===== config.mk =====
export PLATFORM = sky130hd
export DESIGN_NAME = smb_clkgate_top
export DESIGN_NICKNAME = d
export VERILOG_FILES = /design/src/rtl/smb_clkgate_pkg.sv /design/src/rtl/smb_line_sampler.sv /design/src/rtl/smb_write_slave.sv /design/src/rtl/smb_enable_bank.sv /design/src/rtl/smb_gate_cell.sv /design/src/rtl/smb_clkgate_top.sv
export SDC_FILE = /design/constraint.sdc
export NUM_CORES = 1
export LEC_CHECK = 0
export BUFFER_PORTS_ARGS = -buffer_cell sky130_fd_sc_hd__buf_2
export CAP_MARGIN = 20
export CELL_PAD_IN_SITES_DETAIL_PLACEMENT = 1
export CELL_PAD_IN_SITES_GLOBAL_PLACEMENT = 1
export CORE_AREA = 2 2 56 98
export CTS_BUF_LIST = sky130_fd_sc_hd__clkbuf_4
export CTS_CLUSTER_DIAMETER = 30
export DETAILED_ROUTE_END_ITERATION = 12
export DIE_AREA = 0 0 58 100
export PLACE_DENSITY = 0.9
export SLEW_MARGIN = 20
export SYNTH_ARGS = -nofsm -noshare
export SYNTH_HDL_FRONTEND = slang
export SYNTH_SLANG_ARGS = --single-unit

===== constraint.sdc =====
create_clock -name clk_in -period 1.9 [get_ports clk_in]
set_input_delay 0.38 -clock clk_in [delete_from_list [all_inputs] [get_ports clk_in]]
set_output_delay 0.38 -clock clk_in [all_outputs]
set_load 0.03 [all_outputs]

===== src/rtl/smb_clkgate_pkg.sv =====
`timescale 1ns/1ps
package smb_clkgate_pkg;

    localparam int NUM_OUT = 10;
    localparam int BYTE_IDX_W = 2;
    localparam logic [6:0] SLAVE_ADDR = 7'b1101001;

    typedef enum logic [2:0] {
        ST_IDLE,
        ST_ADDR,
        ST_ADDR_ACK,
        ST_DATA,
        ST_DATA_ACK,
        ST_IGNORE
    } slv_state_e;

    // Serial line events after synchronisation
    typedef struct packed {
        logic sda;
        logic scl_rise;
        logic scl_fall;
        logic start;
        logic stop;
    } bus_evt_t;

    // One completed configuration byte
    typedef struct packed {
        logic                  valid;
        logic [BYTE_IDX_W-1:0] idx;
        logic [7:0]            data;
    } cfg_byte_t;

    // Which configuration byte carries the enable of output o
    function automatic int map_byte(int o);
        if (o < 4) return 0;
        if (o < 8) return 1;
        return 2;
    endfunction

    // Bit position inside that byte
    function automatic int map_bit(int o);
        if (o < 8) return o;
        return o - 2;
    endfunction

endpackage


===== src/rtl/smb_line_sampler.sv =====
`timescale 1ns/1ps
module smb_line_sampler
    import smb_clkgate_pkg::*;
#(
    parameter int SYNC_STAGES = 2
) (
    input  logic     clk,
    input  logic     rst,
    input  logic     scl_raw,
    input  logic     sda_raw,
    output bus_evt_t evt
);
    localparam int TOP = SYNC_STAGES - 1;

    logic [TOP:0] scl_pipe;
    logic [TOP:0] sda_pipe;
    logic         scl_d;
    logic         sda_d;
    logic         scl_c;
    logic         sda_c;

    always_ff @(posedge clk) begin
        if (rst) begin
            scl_pipe <= '1;
            sda_pipe <= '1;
            scl_d    <= 1'b1;
            sda_d    <= 1'b1;
        end else begin
            scl_pipe <= {scl_pipe[TOP-1:0], scl_raw};
            sda_pipe <= {sda_pipe[TOP-1:0], sda_raw};
            scl_d    <= scl_pipe[TOP];
            sda_d    <= sda_pipe[TOP];
        end
    end

    assign scl_c = scl_pipe[TOP];
    assign sda_c = sda_pipe[TOP];

    always_comb begin
        evt.sda      = sda_c;
        evt.scl_rise = scl_c & ~scl_d;
        evt.scl_fall = ~scl_c & scl_d;
        evt.start    = scl_c & scl_d & sda_d & ~sda_c;
        evt.stop     = scl_c & scl_d & ~sda_d & sda_c;
    end

endmodule


===== src/rtl/smb_write_slave.sv =====
`timescale 1ns/1ps
module smb_write_slave
    import smb_clkgate_pkg::*;
(
    input  logic      clk,
    input  logic      rst,
    input  bus_evt_t  evt,
    output cfg_byte_t cfg,
    output logic      sda_pull
);
    slv_state_e            state;
    logic [2:0]            bit_cnt;
    logic [7:0]            shreg;
    logic [7:0]            full;
    logic [BYTE_IDX_W-1:0] idx;
    logic                  ack_on;

    assign full     = {shreg[6:0], evt.sda};
    assign sda_pull = ack_on;

    always_ff @(posedge clk) begin
        if (rst) begin
            state     <= ST_IDLE;
            bit_cnt   <= '0;
            shreg     <= '0;
            idx       <= '0;
            ack_on    <= 1'b0;
            cfg.valid <= 1'b0;
            cfg.idx   <= '0;
            cfg.data  <= '0;
        end else begin
            cfg.valid <= 1'b0;
            if (evt.start) begin
                state   <= ST_ADDR;
                bit_cnt <= '0;
                idx     <= '0;
                ack_on  <= 1'b0;
            end else if (evt.stop) begin
                state  <= ST_IDLE;
                ack_on <= 1'b0;
            end else begin
                case (state)
                    ST_ADDR: begin
                        if (evt.scl_rise) begin
                            shreg   <= full;
                            bit_cnt <= bit_cnt + 3'd1;
                            if (bit_cnt == 3'd7) begin
                                if (full[7:1] == SLAVE_ADDR && !full[0])
                                    state <= ST_ADDR_ACK;
                                else
                                    state <= ST_IGNORE;
                            end
                        end
                    end
                    ST_ADDR_ACK, ST_DATA_ACK: begin
                        if (evt.scl_fall) begin
                            if (!ack_on) begin
                                ack_on <= 1'b1;
                            end else begin
                                ack_on  <= 1'b0;
                                state   <= ST_DATA;
                                bit_cnt <= '0;
                            end
                        end
                    end
                    ST_DATA: begin
                        if (evt.scl_rise) begin
                            shreg   <= full;
                            bit_cnt <= bit_cnt + 3'd1;
                            if (bit_cnt == 3'd7) begin
                                cfg.valid <= 1'b1;
                                cfg.idx   <= idx;
                                cfg.data  <= full;
                                if (idx != {BYTE_IDX_W{1'b1}})
                                    idx <= idx + 1'b1;
                                state <= ST_DATA_ACK;
                            end
                        end
                    end
                    default: ;
                endcase
            end
        end
    end

endmodule


===== src/rtl/smb_enable_bank.sv =====
`timescale 1ns/1ps
module smb_enable_bank
    import smb_clkgate_pkg::*;
(
    input  logic               clk,
    input  logic               rst,
    input  cfg_byte_t          cfg,
    output logic [NUM_OUT-1:0] en_cfg
);
    for (genvar g = 0; g < NUM_OUT; g++) begin : g_bit
        localparam int BYTE_POS = map_byte(g);
        localparam int BIT_POS  = map_bit(g);

        always_ff @(posedge clk) begin
            if (rst)
                en_cfg[g] <= 1'b1;
            else if (cfg.valid && cfg.idx == BYTE_IDX_W'(BYTE_POS))
                en_cfg[g] <= cfg.data[BIT_POS];
        end
    end

endmodule


===== src/rtl/smb_gate_cell.sv =====
`timescale 1ns/1ps
module smb_gate_cell (
    input  logic clk_in,
    input  logic rst,
    input  logic en_req,
    input  logic oe,
    output logic clk_out,
    output logic drive,
    output logic gate_q
);
    // Updated on the falling edge, so it only moves during a low phase
    always_ff @(negedge clk_in) begin
        if (rst)
            gate_q <= 1'b1;
        else
            gate_q <= en_req;
    end

    assign drive   = oe;
    assign clk_out = oe & gate_q & clk_in;

endmodule


===== src/rtl/smb_clkgate_top.sv =====
`timescale 1ns/1ps
module smb_clkgate_top
    import smb_clkgate_pkg::*;
#(
    parameter int SYNC_STAGES = 2
) (
    input  logic               clk_in,
    input  logic               rst,
    input  logic               scl,
    input  logic               sda_in,
    output logic               sda_pull,
    input  logic               oe_global,
    output logic [NUM_OUT-1:0] clk_out,
    output logic [NUM_OUT-1:0] out_drive
);
    bus_evt_t           evt;
    cfg_byte_t          cfg_b;
    logic [NUM_OUT-1:0] en_cfg;
    logic [NUM_OUT-1:0] gate_live;

    smb_line_sampler #(.SYNC_STAGES(SYNC_STAGES)) u_sampler (
        .clk     (clk_in),
        .rst     (rst),
        .scl_raw (scl),
        .sda_raw (sda_in),
        .evt     (evt)
    );

    smb_write_slave u_slave (
        .clk      (clk_in),
        .rst      (rst),
        .evt      (evt),
        .cfg      (cfg_b),
        .sda_pull (sda_pull)
    );

    smb_enable_bank u_bank (
        .clk    (clk_in),
        .rst    (rst),
        .cfg    (cfg_b),
        .en_cfg (en_cfg)
    );

    for (genvar g = 0; g < NUM_OUT; g++) begin : g_out
        smb_gate_cell u_gate (
            .clk_in  (clk_in),
            .rst     (rst),
            .en_req  (en_cfg[g]),
            .oe      (oe_global),
            .clk_out (clk_out[g]),
            .drive   (out_drive[g]),
            .gate_q  (gate_live[g])
        );
    end

endmodule


; ---- Word level (Yosys, flattened, before mapping)
; Index checks and enable logic that the tools add are counted.
[totals]
out_inout_bits = 21
inputBits = 5
wordCells = 129
regBits = 53
[classes]
n_reduce_logical = 21
bitwise = 35
addsub = 2
muxes = 16
eq_ne = 22
[ops]
columns = cell, n
row1 = 3-bit 2-to-1 mux, 10
row2 = 1-bit bitwise AND, 27
row3 = 5-bit AND reduction, 3
row4 = 7-bit AND reduction, 2
row5 = 4-bit by 3-bit inequality test with 1-bit output (second input constant), 3
row6 = 4-bit inequality test (second input constant), 3
row7 = 11-bit 2-to-1 mux, 1
row8 = 3-bit case mux with 3 select lines, 1
row9 = 2-bit by 1-bit inequality test with 1-bit output (second input constant), 4
row10 = 2-bit inequality test (second input constant), 4
row11 = 1-bit NOT, 8
row12 = 7-bit == test (second input constant), 1
row13 = 3-bit by 2-bit == test with 1-bit output (second input constant), 2
row14 = 3-bit == test (second input constant), 2
row15 = 3-bit case mux with 2 select lines, 1
row16 = 2-bit OR reduction, 3
row17 = 5-bit nonzero test, 1
row18 = 5-bit OR reduction, 1
row19 = 1-bit logical AND, 4
row20 = 4-bit AND reduction, 1
row21 = 3-bit by 1-bit adder with 3-bit output (second input constant), 1
row22 = 3-bit by 1-bit == test with 1-bit output (second input constant), 1
row23 = 1-bit 2-to-1 mux, 3
row24 = 3-bit nonzero test, 1
row25 = 8 further kinds, 8

; ---- Longest topological paths before layout
[depth]
depth_word = 8
depth_mapped = 7
ltp_nobuf = 6

; ---- By module
; From an unflattened synthesis, not the netlist that was laid out.
[unflattened]
cells_unflattened = 226
hier_area_um2 = 2213.4
[modules_own_cells]
columns = mod, n_inst, area_per_inst_um2, cells_each
row1 = smb_write_slave, 1, 1171.1, 115
row2 = smb_gate_cell, 10, 43.8, 5
row3 = smb_enable_bank, 1, 406.6, 44
row4 = smb_line_sampler, 1, 197.7, 17

==> flow_metrics.py <==
metrics = {
    "layout": {
        "layout_commonest_cell": "dfxtp_1",
        "fillers": 571,
        "fin_util": 0.5005,
        "antenna_cells": 0,
        "final_layout_size_suffix_gt1_frac": 0.2892,
        "nets": 255,
        "layout_common_cells": "dfxtp_1 (50), nand2_1 (25), mux2i_1 (24), nor2_1 (15), buf_2 (15)",
        "syn_to_final_growth_pct": 11.10,
    },
    "grt": {
        "grt_pass1_vias": 1720,
        "grt_max_degree": 26,
        "grt_first_pass_wirelength_mm": 7.452,
        "grt_overflow_total": 0,
        "grt_usage": 0.1744,
        "antenna_found_initial": 0,
    },
    "power": {
        "p_per_area_nw_per_um2": 1042,
        "p_total_mw": 2.649,
        "ir_drop_mv": 0.8223,
        "leakage_nw": 1.120,
    },
    "yosys": {
        "ys_dominant_reg_cell": "dfxtp_1",
        "syn_avg_cell_area_sq_um": 10.04,
        "synth.distinct_cells": 38,
        "synth-edff-count": 0,
        "ys_async_sr_fraction": 0,
        "ys_ff_latch": 53,
        "synthCells": 228,
        "syn_nets": 236,
        "ys_warn_count": 0,
        "yosysSeqAreaShare": 0.4636,
        "netlist_area_sq_um": 2288,
    },
    "status": {
        "status": "finished with violations",
        "violations": "setup timing",
    },
    "sta": {
        "rsz0062_at_grt": "yes",
        "worst_slew_pin_slew_ns": 0.5361,
        "relSlewSlack": 0.6376,
        "hold_ws_ns": 0.05502,
        "finalHoldViolations": 0,
        "finalMaxSlewViolations": 0,
        "setup_ws_ns": -0.6013,
        "tns_ns": -5.705,
        "setup_violations": 20,
        "clock_skew_ns": 0.07160,
    },
    "clock_network": {
        "cts_tree": "yes",
        "worstSkewPairLatency_ns": 0.56,
        "hold_buffers": 0,
        "post-cts-setup-buffers": 0,
        "clkTransAtPathRegs_ns": 0.16,
    },
    "floorplan": {
        "dieArea_sq_um": 5800,
        "die_x_microns": 58,
        "die_h_microns": 100,
        "start_util": 0.4505,
        "ios": 26,
        "rows": 35,
        "core_area_sq_um": 5080,
    },
    "setup_path": {
        "worstPathRequired_ns": 1.52,
        "crit_path_max_fanout": 1,
        "ff2ff_setup_slack_ns": 0.17,
        "worstPathArrival_ns": 2.12,
        "critPathKind": "flop to output port",
        "startpoint_type": "flop",
        "end_kind": "output port",
    },
    "route": {
        "wl_per_cell_microns": 14.17,
        "viasPerCell": 5.250,
        "drc_errors": 0,
        "first_pass_iters": 4,
        "ant_nets": 0,
        "first_iter_violations": 17,
        "vias": 1596,
        "wirelength_mm": 4.309,
    },
    "placed_design": {
        "gp_congestion": 0.8369,
        "buffer_ports.inserted": 25,
        "hpwlAfterDp_mm": 3.256,
    },
    "job": {
        "maxCapViolations": 0,
    },
    "hold_path": {
        "hp-class": "primary input to flop",
    },
}
-- timing repair --
action                                  4_1_cts  5_1_grt
cloned                                        0        0
endpoints found under the setup margin       20       20
gates resized for setup                      21        5
-- cell usage after synthesis, types with 2 or more instances --
cell	number	area (sq um)
buf_4	24	180.2
nor2b_1	2	12.51
o21ai_1	2	10.01
nand3b_1	3	22.52
and3_1	11	68.82
a21oi_1	12	60.06
mux2i_1	24	240.2
ha_1	3	37.54
and2_1	2	12.51
nand2_1	25	93.84
or3b_1	2	17.52
nor2_1	15	56.30
clkbuf_1	5	18.77
nor3b_2	2	25.02
or2_2	17	106.4
and4b_1	2	20.02
inv_1	4	15.01
dfxtp_1	53	1061
-- critical path: stages, from the launching register on --
cell     delay [ns]
dfxtp_2        0.32
and3_4         0.17
buf_6          0.12
-- path summary, 6_finish.rpt --
| check | start | to | cells past startpoint |
|---|---|---|---|
| hold reg to reg | u_sampler.sda_pipe[0] | u_sampler.sda_pipe[1] | 1 |
| setup / recovery | g_out[4].u_gate.gate_q | clk_out[4] | 2 |
| setup reg to reg | u_slave.state[0] | u_slave.state[1] | 4 |
| hold / removal | scl | u_sampler.scl_pipe[0] | 2 |
-- where the power goes --
group | internal (mW) | switching, mW | total, mW
Sequential | 1.12 | 0.0114 | 1.13
Combinational | 0.0241 | 0.0585 | 0.0826
Clock | 0.588 | 0.848 | 1.44
-- per-stage QoR --
stage                     instances  area, sq um  worst slack, ns
after floorplan                 228         2375        -0.006241
after global placement          282         2327        -0.009599
after detailed placement        282         2327         -0.03462
after CTS                       304         2529          -0.6105
after global routing            304         2542          -0.6694
final                           304         2542          -0.6013
-- logic make-up (layout without fill, tap and decap cells) --
logic type,count (synthesis),count (layout),share of synthesized area
adder cells (fa/ha/maj),3,3,0.01640
XOR/XNOR,3,3,0.01477
AND/OR/NAND/NOR,90,90,0.2313
buffers and inverters,34,55,0.09841
flip-flops,53,53,0.4636
AO/OA/AOI/OAI,20,20,0.06562
multiplexers,25,25,0.1099
-- area by class of cell --
cell class | count | area [sq um] | area share
multi-input cells | 141 | 1042 | 0.4099
flip-flops and latches | 53 | 1065 | 0.4188
repair buffers | 19 | 105.1 | 0.04134
clock inverters | 14 | 70.07 | 0.02756
clock buffers | 19 | 180.2 | 0.07087
well taps | 55 | 68.82 | 0.02707
inverters | 3 | 11.26 | 0.004429
-- routing by layer --
layer,vias to the layer above,part of all wire,GRT usage
met5,-,0,0
met4,0,0.025,0.1306
met3,14,0.041,0.05928
met2,46,0.59,0.3051
met1,753,0.34,0.1603
li1,783,-,-
-- flip-flops by register name (all words and copies together) (netlist names) --
register and flops:
u_slave.bit_cnt 3, u_sampler.scl_pipe 2, u_slave.state 3, u_sampler.sda_pipe 2, u_sampler.scl_d 1, u_slave.shreg 7, u_slave.sda_pull 1, u_bank.en_cfg 10
u_sampler.sda_d 1, g_out.u_gate.gate_q 10, u_slave.cfg 11, u_slave.idx 2
Power figures use the tool's default switching activity.
